[config.mk]
export PLATFORM = sky130hd
export DESIGN_NAME = xfer_redirect_ctl
export DESIGN_NICKNAME = d
export VERILOG_FILES = /design/src/rtl/xfer_redirect_pkg.sv /design/src/rtl/xfer_redirect_ctrl.sv /design/src/rtl/xfer_redirect_path.sv /design/src/rtl/xfer_redirect_ctl.sv
export SDC_FILE = /design/constraint.sdc
export NUM_CORES = 1
export LEC_CHECK = 0
export BUFFER_PORTS_ARGS = -buffer_cell sky130_fd_sc_hd__buf_4
export CAP_MARGIN = 10
export CORE_AREA = 5 5 42 44
export DETAILED_ROUTE_END_ITERATION = 8
export DIE_AREA = 0 0 47 49
export GPL_TIMING_DRIVEN = 1
export PLACE_DENSITY = 0.86
export SYNTH_ARGS = -nofsm -noshare
export SYNTH_HDL_FRONTEND = slang
export SYNTH_SLANG_ARGS = --single-unit
[constraint.sdc]
create_clock -name clk -period 3.9 [get_ports clk]
set_clock_uncertainty 0.15 [all_clocks]
set_input_delay 0.975 -clock clk [delete_from_list [all_inputs] [get_ports clk]]
set_output_delay 0.975 -clock clk [all_outputs]
set_load 0.01 [all_outputs]
[src/rtl/xfer_redirect_pkg.sv]
package xfer_redirect_pkg;

  typedef enum logic [1:0] {
    RT_DMA         = 2'd0,
    RT_DMEM_CREG   = 2'd1,
    RT_EXT_STREAM  = 2'd2,
    RT_DMEM_STREAM = 2'd3
  } route_e;

  typedef enum logic [1:0] {
    CL_OTHER = 2'd0,
    CL_WAIT  = 2'd1,
    CL_STORE = 2'd2,
    CL_LOAD  = 2'd3
  } insn_class_e;

  // Base-type encodings (low two type bits)
  localparam logic [1:0] BASE_CREG   = 2'b00;
  localparam logic [1:0] BASE_EXT    = 2'b01;
  localparam logic [1:0] BASE_RSVD   = 2'b10;
  localparam logic [1:0] BASE_DSTRM  = 2'b11;

  // Window state handed from control to datapath
  typedef struct packed {
    logic       active;
    logic [1:0] base;
    logic       modifier;
  } ovr_state_t;

endpackage

[src/rtl/xfer_redirect_ctrl.sv]
module xfer_redirect_ctrl
  import xfer_redirect_pkg::*;
#(
  parameter int TYPE_W = 3,
  parameter int CNT_W  = 5,
  localparam int CMD_W = TYPE_W + CNT_W
) (
  input  logic             clk,
  input  logic             rst_n,
  input  logic             cmdValid,
  input  logic [CMD_W-1:0] cmdByte,
  input  logic             consume,
  output ovr_state_t       ovr
);

  localparam int MOD_BIT = TYPE_W - 1;

  logic [TYPE_W-1:0] typeQ;
  logic [CNT_W-1:0]  cntQ;

  always_ff @(posedge clk) begin
    if (!rst_n) begin
      typeQ <= '0;
      cntQ  <= '0;
    end else if (cmdValid) begin
      typeQ <= cmdByte[CMD_W-1 -: TYPE_W];
      cntQ  <= cmdByte[CNT_W-1:0];
    end else if (consume && (cntQ != '0)) begin
      cntQ  <= cntQ - 1'b1;
    end
  end

  always_comb begin
    ovr.active   = (cntQ != '0);
    ovr.base     = typeQ[1:0];
    ovr.modifier = typeQ[MOD_BIT];
  end

endmodule

[src/rtl/xfer_redirect_path.sv]
module xfer_redirect_path
  import xfer_redirect_pkg::*;
#(
  parameter int LEN_W = 8,
  parameter int IDX_W = 3
) (
  input  ovr_state_t       ovr,
  input  logic             insnValid,
  input  logic [1:0]       insnClass,
  input  logic [LEN_W-1:0] insnLen,
  output logic             consume,
  output logic [1:0]       routeSel,
  output logic             modFlag,
  output logic             lenAsReg,
  output logic [IDX_W-1:0] cregIdx,
  output logic             unknownType
);

  logic isXfer;
  logic hit;
  route_e route;

  always_comb begin
    isXfer = insnValid && (insn_class_e'(insnClass) != CL_OTHER);
    hit    = isXfer && ovr.active;
    route  = RT_DMA;
    unknownType = 1'b0;
    if (hit) begin
      unique case (ovr.base)
        BASE_CREG:  route = RT_DMEM_CREG;
        BASE_EXT:   route = RT_EXT_STREAM;
        BASE_DSTRM: route = RT_DMEM_STREAM;
        default:    unknownType = 1'b1;
      endcase
    end
    routeSel = route;
    modFlag  = hit && !unknownType && ovr.modifier;
    lenAsReg = hit && (ovr.base == BASE_CREG) &&
               (insn_class_e'(insnClass) == CL_STORE);
    cregIdx  = lenAsReg ? insnLen[IDX_W-1:0] : '0;
    consume  = isXfer;
  end

endmodule

[src/rtl/xfer_redirect_ctl.sv]
module xfer_redirect_ctl
  import xfer_redirect_pkg::*;
#(
  parameter int TYPE_W = 3,
  parameter int CNT_W  = 5,
  parameter int LEN_W  = 8,
  parameter int IDX_W  = 3,
  localparam int CMD_W = TYPE_W + CNT_W
) (
  input  logic             clk,
  input  logic             rst_n,
  input  logic             cmdValid,
  input  logic [CMD_W-1:0] cmdByte,
  input  logic             insnValid,
  input  logic [1:0]       insnClass,
  input  logic [LEN_W-1:0] insnLen,
  output logic [1:0]       routeSel,
  output logic             modFlag,
  output logic             lenAsReg,
  output logic [IDX_W-1:0] cregIdx,
  output logic             unknownType
);

  ovr_state_t ovr;
  logic       consume;

  xfer_redirect_ctrl #(.TYPE_W(TYPE_W), .CNT_W(CNT_W)) u_ctrl (
    .clk      (clk),
    .rst_n    (rst_n),
    .cmdValid (cmdValid),
    .cmdByte  (cmdByte),
    .consume  (consume),
    .ovr      (ovr)
  );

  xfer_redirect_path #(.LEN_W(LEN_W), .IDX_W(IDX_W)) u_path (
    .ovr         (ovr),
    .insnValid   (insnValid),
    .insnClass   (insnClass),
    .insnLen     (insnLen),
    .consume     (consume),
    .routeSel    (routeSel),
    .modFlag     (modFlag),
    .lenAsReg    (lenAsReg),
    .cregIdx     (cregIdx),
    .unknownType (unknownType)
  );

endmodule

======== Yosys cells after proc, flatten, opt, wreduce, memory -nomap -nowiden ========
Cells that the tools add are included.
word-level totals
  memories ................................ 0
  output and inout port bits .............. 8
  RAM bits ................................ 0
  bits in latches ......................... 0
  bits in registers ....................... 8
  input port bits ......................... 22
  memory bits (read-only) ................. 0
cells by class
  multiplexer cells ....................... 7
  add/subtract/negate cells ............... 1
  shifts and indexed selects .............. 0
  reductions and logical operators ........ 12
  eq/ne operators ......................... 3
  $mul .................................... 0
  magnitude comparators ................... 0
  bitwise gates (word level) .............. 0
  divide/modulo/power cells ............... 0
operators by type and width
  cell                                                                    count
  5-bit two-way mux                                                       2
  1-bit logical AND                                                       6
  2-bit one-hot mux with 3 select lines                                   1
  5-bit nonzero test                                                      1
  5-bit by 1-bit subtractor with 5-bit output (second input constant)     1
  2-bit equality test (second input constant)                             2
  2-bit nonzero test                                                      2
  3-bit two-way mux                                                       1
  3-bit OR reduction                                                      1
  2-bit by 1-bit equality test with 1-bit output (second input constant)  1
  2-bit zero test                                                         1
  1-bit two-way mux                                                       2
  2-bit two-way mux                                                       1
  1-bit zero test                                                         1

======== Logic depth before layout (Yosys ltp) ========
  depth after elaboration ................. 7
  gate-level depth with buffers ........... 6

======== Modules after synthesis ========
Synthesis repeated with hierarchy kept, for this count alone.
unflattened totals
  cells, all modules ...................... 71
  area, all modules ....................... 541.8 um2
by module, submodules not included
  module              cells each  instances  area each (um2)  seq. area each (um2)
  xfer_redirect_ctrl  47          1          391.6            160.2
  xfer_redirect_path  24          1          150.1            0.0

======== Worst setup path after synthesis ========
No wires, ideal clock.
  path type ............................... input port to output port
  start point ............................. in insnClass[0]
  end point ............................... out modFlag
  data arrival time ....................... 1840 ps
  slack ................................... 935 ps
  stages .................................. 4
  path through ............................ o21ai_1 > or2_2 > buf_2 > nor3b_1
on the way
  longest elaborated chain between the ends .. 7
RTL lines
  what                                line                      source
  start: declaration                  xfer_redirect_ctl.sv:15   input logic [1:0] insnClass,
  2-bit nonzero test (*)              xfer_redirect_path.sv:24  isXfer = insnValid && (insn_class_e'(insnClass) != CL_OTHER);
  1-bit logical AND (*)               xfer_redirect_path.sv:24
  1-bit logical AND (*)               xfer_redirect_path.sv:25  hit = isXfer && ovr.active;
  1-bit two-way mux                   xfer_redirect_path.sv:28  if (hit) begin
  1-bit zero test                     xfer_redirect_path.sv:37  modFlag = hit && !unknownType && ovr.modifier;
  1-bit logical AND (*) (2 in a row)  xfer_redirect_path.sv:37
  end: declaration                    xfer_redirect_ctl.sv:18   output logic modFlag,
Mark *: on every way between the ends. The rest lies on a longest branch, timed or not.

======== Worst setup path in the final report ========
Ends and elaborated chain as after synthesis.

==> summary.txt <==
Critical path
  – CP bufs+invs: 2
  – CP cell instances: buf_4 > o21ai_1 > or2_2 > nor3b_1 > buf_4
  – CP max stage cell: or2_2
  – Crit start category: input pin
  – CP Max Fanout: 8
  – Crit path max-delay family: simple AND/OR/NAND/NOR gates
  – Worst EP required: roughly 2800 ps
  – Worst setup path class: input pin to output pin
  – Crit path top cell by count: buf_4
  – Max incr delay on CP: approximately 400 ps
  – Crit. End Element: output pin
  – Worst EP arrival: 1950 ps

Logic synthesis
  – Synth Area in Compound Gates: ~15%
  – Synth Area in XOR/XNOR: 0%
  – Post-Synthesis Net Count: 94
  – Number of synthesized flops with an enable pin: 0
  – Ys Warns: 0
  – Top cells by area, synth: dfxtp_1 (30%), ha_1 (14%), mux2i_1 (5.6%)
  – Yosys top cell by area: dfxtp_1
  – Adder-Cell Fraction of Synth Area: 13.9%
  – Netlist cell types: 29
  – Syn Inst Count: 66
  – Main combinational cell family by area after synthesis: simple AND/OR/NAND/NOR gates
  – Post-synthesis mux area share: around 5.6%
  – Mapped Area: 539 um^2
  – Sequential share of the synthesized area: about 30%
  – Flip-flop and latch count after synthesis: 8
  – Top post-synthesis cells by count: dfxtp_1 (8), inv_1 (8), ha_1 (6), nor2_1 (6), o21ai_0 (5)
  – Asr flop ratio synth: 0%
  – Mean area per synthesized cell: between 8 and 9 um^2
  – Synth top area share: 29.7%
  – Main flop type after synthesis: dfxtp_1
  – Post-synthesis simple-gate area fraction: between 20% and 30%

Global route
  – Met2 GRT Util: 21.5%
  – Grt ovf: 0
  – Vias in the first global route: roughly 560
  – M1 GR Usage: ~16%
  – GRT Overall Usage: 14.1%
  – Largest net degree at the start of global routing: 11
  – Initial antenna violation count: 0
  – Met3 global-route usage: ~5.2%
  – First-pass GRT wire length: 2.34 mm
  – Grt peak-use layer: met2

STA
  – Endpoints failing setup: 0
  – Final setup TNS: 0 ps
  – Endpoints failing hold: 0
  – Post-layout min period: between 3000 and 4000 ps
  – Slew headroom: 69.7%
  – Fmax: between 300 and 400 MHz
  – Setup WS post-layout: just over 800 ps
  – Final Max Slew Viols: 0
  – Hold WS: around 370 ps
  – Final period utilization: approximately 79%
  – RSZ-0062 raised after global routing: no
  – Worst Max-Slew Pin Slew: 452 ps

Power and ir drop
  – Power Total: 0.215 mW
  – Leakage: roughly 0.35 nW
  – Worst vdd ir: roughly 170 uV
  – Power Density: roughly 290 nW/um^2

Routing
  – Drt drc: 0
  – DRT Wirelength: 1.39 mm
  – DRT Pass-1 Iters: 5
  – Routed WL per cell: 13.1 um
  – Number of routed nets with antenna violations: 0
  – Via count: 537
  – First DRT Iteration DRCs: 7
  – Via density: 5.07

CTS
  – Setup bufs post-CTS: 0
  – Worst-Skew Late Latency: between 200 and 300 ps
  – Longest Clk Path Bufs: 2
  – CTS tree: yes
  – Clock Tree Root: clkbuf_4
  – CTS Sinks: 8
  – Post-CTS Resized: 0
  – Hold-fix buffers, CTS: 0
  – H-tree Lvls: 1
  – Reg clk slew, reported paths: ~60 ps
  – Clock buffer count from CTS: 3

Floorplan
  – Site Rows: 14
  – Core Footprint: between 1000 and 1500 um^2
  – Initial Util: ~38%
  – Die span in y: slightly below 50 um
  – DIE WIDTH: between 40 and 50 um
  – Die area: between 2000 and 2500 um^2
  – IO Pins: 30

Finish
  – Share of cells above drive strength 1: roughly 32%
  – Post-route non-filler standard cell count: ~110
  – Fin area: about 750 um^2
  – Final core utilization: a little over half
  – Number of fill cells: between 100 and 150
  – Nets: 120
  – Antenna cells: 0
  – Area delta synth->final: 39.0%

Placed design
  – Port Buffers: 24
  – DP Worst Slack: about 830 ps
  – Dpl hpwl: 1.07 mm
  – Placed inst area: 727 um^2
  – RD Place Congestion: around 0.72
  – Post-Place Cells: about 100

Job
  – Max-cap check violation count: 0

Outcome
  – Status: complete, no violations

Min path
  – Min-delay worst type: flip-flop to flip-flop
[tightest hold or removal path: stages, from the launching register on]
cell,delay [ps]
dfxtp_1,320
mux2i_1,70
nor2b_1,100
[layout by cell type, fill, tap and decap left out, types with 2 or more instances in the layout]
cell type  count
a31oi_1        2
and2_1         3
buf_4         24
clkbuf_4       3
dfxtp_1        8
ha_1           6
inv_1          8
mux2i_1        3
nand3_1        2
nor2_1         6
nor2b_1        3
o21ai_0        5
or3_1          2
[routing by layer]
layer  up-vias  wire length, um
met3         0               92
li1        279                -
met5         -                0
met1       240              549
met4         0                0
met2        18              748
[final timing paths]
check | endpoint | depth (start not counted) | slack [ps] | start
min | u_ctrl.typeQ[2] | 2 | 370 | u_ctrl.typeQ[2]
max reg2reg | u_ctrl.cntQ[3] | 5 | 2140 | u_ctrl.cntQ[0]
min reg2reg | u_ctrl.typeQ[2] | 2 | 370 | u_ctrl.typeQ[2]
max | modFlag | 5 | 820 | insnClass[0]
[layout make-up]
class / instances / area [um^2] / area share, %
Multi-Input combinational cell: 47 / 337 / 44.9
Timing Repair Buffer: 24 / 180 / 24.0
Sequential cell: 8 / 160 / 21.4
Inverter: 8 / 30.0 / 4.01
Clock buffer: 3 / 22.5 / 3.01
Tap cell: 16 / 20.0 / 2.67
[cells by family (layout without fill, tap and decap cells)]
| family | after synthesis | count (layout) |
|---|---|---|
| buffers and inverters | 11 | 35 |
| multiplexers | 3 | 3 |
| adder cells (fa/ha/maj) | 6 | 6 |
| AO/OA/AOI/OAI | 13 | 13 |
| AND/OR/NAND/NOR | 25 | 25 |
| flip-flops | 8 | 8 |
[sequential cells by signal, indices dropped and copies added (netlist names)]
signal,cells
u_ctrl.typeQ,3
u_ctrl.cntQ,5
[report_power, final]
| group | switching (mW) | total [mW] | internal (mW) |
|---|---|---|---|
| Clock | 0.0307 | 0.0661 | 0.0354 |
| Combinational | 0.0260 | 0.0550 | 0.0290 |
| Sequential | 0.00593 | 0.0938 | 0.0878 |
(Power assumes the default switching activity.)
